### config.mk
export PLATFORM = sky130hd
export DESIGN_NAME = byte_dma_engine
export DESIGN_NICKNAME = d
export VERILOG_FILES = /design/src/rtl/byte_dma_engine.sv
export SDC_FILE = /design/constraint.sdc
export NUM_CORES = 1
export LEC_CHECK = 0
export BUFFER_PORTS_ARGS = -buffer_cell sky130_fd_sc_hd__buf_2
export CORE_MARGIN = 1
export CORE_UTILIZATION = 40
export DETAILED_ROUTE_END_ITERATION = 10
export SLEW_MARGIN = 20
export SYNTH_ARGS = -nofsm -noshare
export SYNTH_HDL_FRONTEND = slang
export SYNTH_SLANG_ARGS = --single-unit
### constraint.sdc
create_clock -name clk -period 2.5 [get_ports clk]
set_input_delay 0.125 -clock clk [delete_from_list [all_inputs] [get_ports clk]]
set_output_delay 0.125 -clock clk [all_outputs]
set_load 0.01 [all_outputs]
### src/rtl/byte_dma_engine.sv
module byte_dma_engine #(
  parameter int IADDR_W = 14,
  parameter int WAIT_W  = 3
) (
  input  logic               clk,
  input  logic               rst_n,
  input  logic               reg_we,
  input  logic [2:0]         reg_sel,
  input  logic [13:0]        reg_wdata,
  output logic [13:0]        ext_addr,
  output logic [23:0]        ext_dout,
  input  logic [7:0]         ext_din,
  output logic               ext_rd,
  output logic               ext_wr,
  output logic               mem_req,
  input  logic               mem_gnt,
  output logic               mem_we,
  output logic               mem_pm,
  output logic [IADDR_W-1:0] mem_addr,
  output logic [23:0]        mem_wdata,
  input  logic [23:0]        mem_rdata,
  output logic               busy,
  output logic               done,
  output logic               core_halt
);
  localparam int OFF_W  = 14;
  localparam int PAGE_W = 8;
  localparam int CNT_W  = 14;
  localparam int XA_W   = OFF_W + PAGE_W;

  typedef enum logic [1:0] {S_IDLE, S_BYTE, S_MEM} state_t;

  state_t              state;
  logic [1:0]          fmt;
  logic                dir, halt_sel, done_r;
  logic [PAGE_W-1:0]   page;
  logic [OFF_W-1:0]    offset;
  logic [IADDR_W-1:0]  iaddr;
  logic [WAIT_W-1:0]   wait_cfg, wt_cnt;
  logic [CNT_W-1:0]    wcount;
  logic [1:0]          byte_idx, last_idx;
  logic [23:0]         shreg, packed_w, unpacked_w;
  logic [XA_W-1:0]     next_xa;
  logic                byte_end;

  assign last_idx = (fmt == 2'd0) ? 2'd2 : (fmt == 2'd1) ? 2'd1 : 2'd0;
  assign byte_end = (state == S_BYTE) && (wt_cnt == wait_cfg);
  assign next_xa  = {page, offset} + XA_W'(1);

  always_comb begin
    case (fmt)
      2'd0:    packed_w = shreg;
      2'd1:    packed_w = {8'h00, shreg[15:0]};
      2'd2:    packed_w = {8'h00, shreg[7:0], 8'h00};
      default: packed_w = {16'h0000, shreg[7:0]};
    endcase
    case (fmt)
      2'd0:    unpacked_w = mem_rdata;
      2'd1:    unpacked_w = {mem_rdata[15:0], 8'h00};
      2'd2:    unpacked_w = {mem_rdata[15:8], 16'h0000};
      default: unpacked_w = {mem_rdata[7:0], 16'h0000};
    endcase
  end

  always_ff @(posedge clk or negedge rst_n) begin
    if (!rst_n) begin
      state    <= S_IDLE;
      fmt      <= '0;
      dir      <= 1'b0;
      halt_sel <= 1'b0;
      page     <= '0;
      offset   <= '0;
      iaddr    <= '0;
      wait_cfg <= '0;
      wt_cnt   <= '0;
      wcount   <= '0;
      byte_idx <= '0;
      shreg    <= '0;
      done_r   <= 1'b0;
    end else begin
      done_r <= 1'b0;
      case (state)
        S_IDLE: if (reg_we) begin
          case (reg_sel)
            3'd0: {halt_sel, dir, fmt} <= reg_wdata[3:0];
            3'd1: page     <= reg_wdata[PAGE_W-1:0];
            3'd2: offset   <= reg_wdata[OFF_W-1:0];
            3'd3: iaddr    <= reg_wdata[IADDR_W-1:0];
            3'd4: wait_cfg <= reg_wdata[WAIT_W-1:0];
            3'd5: if (reg_wdata[CNT_W-1:0] != '0) begin
              wcount   <= reg_wdata[CNT_W-1:0];
              byte_idx <= '0;
              wt_cnt   <= '0;
              state    <= dir ? S_MEM : S_BYTE;
            end
            default: ;
          endcase
        end
        S_BYTE: begin
          if (byte_end) begin
            wt_cnt           <= '0;
            {page, offset}   <= next_xa;
            shreg            <= dir ? {shreg[15:0], 8'h00} : {shreg[15:0], ext_din};
            if (byte_idx == last_idx) begin
              byte_idx <= '0;
              if (!dir)
                state <= S_MEM;
              else if (wcount == '0) begin
                state  <= S_IDLE;
                done_r <= 1'b1;
              end else
                state <= S_MEM;
            end else
              byte_idx <= byte_idx + 2'd1;
          end else
            wt_cnt <= wt_cnt + WAIT_W'(1);
        end
        S_MEM: if (mem_gnt) begin
          iaddr  <= iaddr + IADDR_W'(1);
          wcount <= wcount - CNT_W'(1);
          if (dir) begin
            shreg <= unpacked_w;
            state <= S_BYTE;
          end else if (wcount == CNT_W'(1)) begin
            state  <= S_IDLE;
            done_r <= 1'b1;
          end else
            state <= S_BYTE;
        end
        default: state <= S_IDLE;
      endcase
    end
  end

  assign ext_addr  = offset;
  assign ext_rd    = (state == S_BYTE) && !dir;
  assign ext_wr    = (state == S_BYTE) && dir;
  assign ext_dout  = (state == S_BYTE) ? {page, (dir ? shreg[23:16] : 8'h00), 8'h00} : 24'h0;
  assign mem_req   = (state == S_MEM);
  assign mem_we    = (state == S_MEM) && !dir;
  assign mem_pm    = (fmt == 2'd0);
  assign mem_addr  = iaddr;
  assign mem_wdata = dir ? 24'h0 : packed_w;
  assign busy      = (state != S_IDLE);
  assign done      = done_r;
  assign core_halt = busy && halt_sel;


  req_hold_chk: assert property (@(posedge clk) disable iff (!rst_n)
    mem_req && !mem_gnt |=> mem_req && $stable(mem_addr) && $stable(mem_we));

  start_chk: assert property (@(posedge clk) disable iff (!rst_n)
    !busy && reg_we && reg_sel == 3'd5 && reg_wdata != 14'd0 |=> busy);

  zero_count_chk: assert property (@(posedge clk) disable iff (!rst_n)
    !busy && reg_we && reg_sel == 3'd5 && reg_wdata == 14'd0 |=> !busy);

  done_pulse_chk: assert property (@(posedge clk) disable iff (!rst_n)
    done |-> !busy ##1 !done);

  busy_cfg_chk: assert property (@(posedge clk) disable iff (!rst_n)
    busy && reg_we && reg_sel == 3'd3 && !(mem_req && mem_gnt) |=> $stable(mem_addr));

  strobe_excl_chk: assert property (@(posedge clk) disable iff (!rst_n)
    !(ext_rd && ext_wr));
endmodule

---- Yosys cells after proc, flatten, opt, wreduce, memory -nomap -nowiden ----
Cells that the tools add are included.
word-level totals
  flip-flop bits (word level) ............. 89
  input port bits ......................... 53
  output and inout port bits .............. 84
  logic and storage cells ................. 125
operators by class
  $add $sub $neg .......................... 5
  equal/unequal tests ..................... 22
  muxes and demuxes ....................... 60
  reduce and logical (&&, ||, !) cells .... 25
operator list
  cell                   number
  $pmux 24 s3            2
  $mux 14                10
  $mux 24                5
  $pmux 14 s2            3
  $pmux 24 s2            1
  $mux 8                 5
  $mux 2                 15
  $add 22x1->22 const B  1
  $reduce_and 4->1       5
  $pmux 8 s2             1
  $add 14x1->14 const B  1
  $eq 14x1->1 const B    1
  $logic_not 14->1       1
  $ne 2x1->1 const B     7
  $reduce_bool 14->1     1
  $sub 14x1->14 const B  1
  $mux 3                 4
  $mux 1                 10
  $reduce_and 5->1       2
  $reduce_bool 2->1      4
  $eq 3x2->1 const B     2
  $eq 3x3->1 const B     2
  $ne 2x2->1 const B     3
  $pmux 2 s3             1
  other kinds (16)       24

---- Depth between registers and ports, before layout ----
  depth in word-level cells ............... 7
  depth in mapped cells ................... 9

---- Worst setup path before layout ----
No wires, ideal clock.
  path kind ............................... flip-flop to flip-flop
  start point ............................. register state[0]
  end point ............................... register wcount[11]
  setup time .............................. 0.137 ns
  arrival ................................. 1.917 ns
  data required time ...................... 2.363 ns
  slack ................................... 0.446 ns
  stages on the path, launching flop included .. 9
  period minus slack after synthesis ...... 2.054 ns
  cells stage by stage .................... dfrtp_1 inv_1 ha_1 nor4b_1 nand4_1 nand3_1 clkbuf_1 clkbuf_1 o211ai_1
on the way
  word-level cells in the longest chain between the ends .. 3
  elaborated cells between the ends (all ways) .. 9
  those cells by class .................... 5 x eq/ne; 1 x mux; 3 x reduce/logical
RTL lines
  item                                                  RTL line  text
  from (decl)                                           33        state_t state;
  from (signal assigned)                                94        state <= dir ? S_MEM : S_BYTE;
  $eq 2x2->1 / $logic_not 2->1 (equally long branches)  82        case (state)
  $ne 2x1->1 (no line), or another cell as far along    -
  $reduce_and 5->1 (no line)                            -
  to (signal assigned)                                  91        wcount <= reg_wdata[CNT_W-1:0];
  to (signal assigned)                                  120       wcount <= wcount - CNT_W'(1);
  to (decl)                                             40        logic [CNT_W-1:0] wcount;
Parallel ways exist; a longest one is shown, timed or not.
A chain may end at the register's enable or synchronous reset.

---- Worst setup path in the final report ----
  start point ............................. register wcount[8]
  end point ............................... register state[1]
on the way
  word-level cells in the longest chain between the ends .. 6
RTL lines
  item              RTL line  text
  $logic_not 14->1  108       else if (wcount == '0) begin
  $mux 2            108
  $mux 2            106       if (!dir)
  $mux 2            104       if (byte_idx == last_idx) begin
  $mux 2            100       if (byte_end) begin
  $pmux 2 s3        82
Every way passes these cells. The select of a mux whose other input is x is not followed.

==> results.ini <==
[outcome]
result_of_the_run = completed

[setup_path]
timing.critical_path.fanout_max = 5
worstPathCellList = or4_4 -> nor4_1 -> and4_1 -> nor3_1 -> mux2_2
timing.critical_path.max_delay_family = simple AND/OR/NAND/NOR gates
critPathBufInv = 0
standard_cell_with_the_maximum_stage_delay_on_the_critical_path = sky130_fd_sc_hd__nor4_1
critical_path.endpoint_type = flip-flop
worst_stage_delay_on_the_critical_path_ps = 660
timing.critical_path.arrival_ps = 2580
worst-endpoint-required_ps = 2730
worstSetupStartpointType = flip-flop
kind_of_critical_path = flip-flop to flip-flop

[logic_synthesis]
synth.yosys.seq_area_share_pct = 37.8
synth-main-ff-cell = sky130_fd_sc_hd__dfrtp_1
async_reset_ff_share_pct = 100
synth_cell_type_count = 64
synth_top_family_by_area = simple AND/OR/NAND/NOR gates
syn-cell-area_um2 = 5900
synth_compound_gate_area_share_pct = 23.6
yosys.area_share.xor_xnor_pct = 0.446
cell_types_occupying_the_most_area_after_synthesis = sky130_fd_sc_hd__dfrtp_1, sky130_fd_sc_hd__a21oi_1, sky130_fd_sc_hd__mux2i_1
synth_fa_ha_area_share_pct = 2.12
ys_warn_count = 0
yosys.area.top_type_share_pct = 37.8
synthesis.area_per_instance_um2 = 8.35
yosysTopAreaCell = sky130_fd_sc_hd__dfrtp_1
synth-seq-cells = 89
synthSimpleGateAreaFrac_pct = 24.1
muxShareOfSynthArea_pct = 6.35
synth_enable_flop_cells = 0
synth_cells = 706

[layout]
synthToLayoutAreaGrowth_pct = 20.6
drive_above_1_share_pct = 23.0
design_area_um2 = 7110
finalNetCount = 890
final-instance-count-excl-fill = 1014
n_antenna_cell = 0

[routing]
detail_route.iter0.violations = 451
wl_per_cell_um = 17.7
drc_errors = 0
detail_route.vias_per_cell = 5.86
detail-route-antenna-nets = 0
vias = 5943
drt_wl_total_mm = 18.0
detail_route.first_pass.iterations = 4

[clocking]
max-clock-path-buffers = 2
post_cts.repair.setup_buffers = 0
clk_pin_slew_worst_paths_ps = 60
clock_tree_from_tritoncts = yes
clock_tree.root_cell = sky130_fd_sc_hd__clkbuf_16
ctsHoldBuffers = 1
cts.sinks = 89
post_cts.resized_instances = 0
insertion_delay_of_the_later_clocked_pin_in_the_worst_skew_pair_ps = 350
tritoncts.num_buffers = 9
ctsHtreeMaxLevel = 3

[sta]
fin_worst_skew_ps = 5.27
setup_viol_count_final = 0
fmax_mhz = 426
finalMaxSlewViolations = 0
finalHoldViolations = 0
timing.final.crit_share_pct = 93.9
rsz0062_at_grt = no
slew_headroom_pct = 46.0
finalWorstPathRequiredPeriod_ps = 2350
worst_slew_pin_slew_ps = 803
finalSetupTns_ps = 0

[die]
die-area_um2 = 15200
chipHeight_um = 123
row_count = 44
core_area_um2 = 14500
floorplan.die.width_um = 123
io_pins = 137
floorplan.initialDensity_pct = 40.7

[global_route]
initial_antenna_violation_count = 0
grt_resource_usage_total_pct = 24.0
pin_count_of_the_biggest_net_entering_global_routing = 57
first_global_vias = 5417
grt_overflow = 0
grt_first_pass_wirelength_mm = 28.1

[place]
post-place-cells = 999
portBuffers = 128
detailed_place_hpwl_mm = 12.9
dpl_cell_area_um2 = 6820
place.gp.congestion = 0.854

[power]
p_leak_uw = 0.00318
power_density_nw_per_um2 = 1430
vdd_drop_max_mv = 0.626

[flow_run]
maxCapViolCount = 0

[min_path]
worst_hold_path_class = input port to flip-flop

-- placed cells by master (no fill, tap or decap), drive strengths merged, types with 4 or more instances in the layout --
master	synthesis	routed
inv	24	24
and2	19	19
nand2b	9	9
nor2b	21	21
or3	8	8
o221ai	8	8
a21oi	77	77
o22a	7	7
nor2	52	52
a211oi	10	10
nor3	34	34
o211ai	6	6
nand4	11	11
and4	5	5
a22oi	18	18
ha	10	10
a31oi	5	5
nand3	29	29
o21a	11	11
nand2	48	48
o21ai	35	35
nor4	7	7
dfrtp	89	89
buf	12	156
o22ai	9	9
clkbuf	42	11
conb	1	8
a21o	5	5
mux2i	25	25
a2bb2oi	4	4
and3	17	17
mux2	11	11
-- synthesized netlist by cell type (17+ instances only) --
cell / n
sky130_fd_sc_hd__mux2i_1: 25
sky130_fd_sc_hd__inv_1: 24
sky130_fd_sc_hd__nor2_1: 52
sky130_fd_sc_hd__a21oi_1: 77
sky130_fd_sc_hd__nand3_1: 29
sky130_fd_sc_hd__and2_1: 19
sky130_fd_sc_hd__dfrtp_1: 89
sky130_fd_sc_hd__o21ai_0: 35
sky130_fd_sc_hd__and3_1: 17
sky130_fd_sc_hd__a22oi_1: 18
sky130_fd_sc_hd__clkbuf_1: 42
sky130_fd_sc_hd__nand2_1: 48
sky130_fd_sc_hd__nor2b_1: 21
sky130_fd_sc_hd__nor3_1: 34
-- cell families (layout without fill, tap and decap cells) --
group,count (synthesis),in the layout
compound gates,217,217
xor+xnor,3,3
fa+ha+maj,10,10
buf+inv,78,195
flops,89,89
mux,36,36
other cells,1,8
simple gates,272,272
-- tightest hold or removal path: cells and delay by family --
| family | cells | cell delay [ps] |
|---|---|---|
| compound gates | 2 | 190 |
| buf+inv | 1 | 80 |
-- metrics by stage --
stage	total power (uW)	util [%]	hold WS, ps	setup WS, ps
2_1_floorplan	6760	-	-171	446
3_3_place_gp	8620	47.1	115	198
3_5_place_dp	8750	47.1	117	156
4_1_cts	10200	49.1	69.4	138
5_1_grt	11000	49.1	81.5	20.5
6_report	10100	49.1	89.8	152
-- worst paths after layout --
path | startpoint | endpoint | slack, ps | cells after the start
min in group asynchronous | rst_n | ext_addr[1]$_DFFE_PN0P_ | 280 | 2
max reg2reg | wcount[8]$_DFFE_PN0P_ | state[1]$_DFFE_PN0P_ | 150 | 5
max in group asynchronous | rst_n | shreg[4]$_DFFE_PN0P_ | 1550 | 3
min | ext_din[5] | shreg[5]$_DFFE_PN0P_ | 90 | 3
max | wcount[8]$_DFFE_PN0P_ | state[1]$_DFFE_PN0P_ | 150 | 5
min reg2reg | shreg[13]$_DFFE_PN0P_ | shreg[13]$_DFFE_PN0P_ | 510 | 1
-- registers in the layout, indices dropped and copies added, names as in the netlist --
register	flops
ext_addr	14
wait_cfg	3
fmt	2
byte_idx	2
shreg	24
mem_addr	14
state	2
wcount	14
dir	1
wt_cnt	3
done	1
page	8
halt_sel	1
-- power by group --
part           switching [uW]  total (uW)  internal (uW)  leakage [uW]
Sequential                809        2970           2160       0.00105
Combinational            3360        5810           2450       0.00198
Clock                     567        1360            790      0.000137
Total                    4740       10100           5400       0.00318
-- final cells by class --
cell class | instances | area (um2)
Sequential cell | 89 | 2230
Clock inverter | 3 | 42.5
Timing Repair Buffer | 157 | 901
Inverter | 24 | 90.1
Multi-Input combinational cell | 546 | 3380
Clock buffer | 11 | 243
Tap cell | 184 | 230
Fill cell | 1428 | 7370
-- routing by layer --
metal	share of wire (%)	global-route usage, %	vias up
met5	0	0	-
met1	45	32.1	2917
met3	5.2	5.03	24
met2	48	38.5	180
met4	1.8	8.06	0
li1	-	-	2822
(Power assumes the default switching activity.)
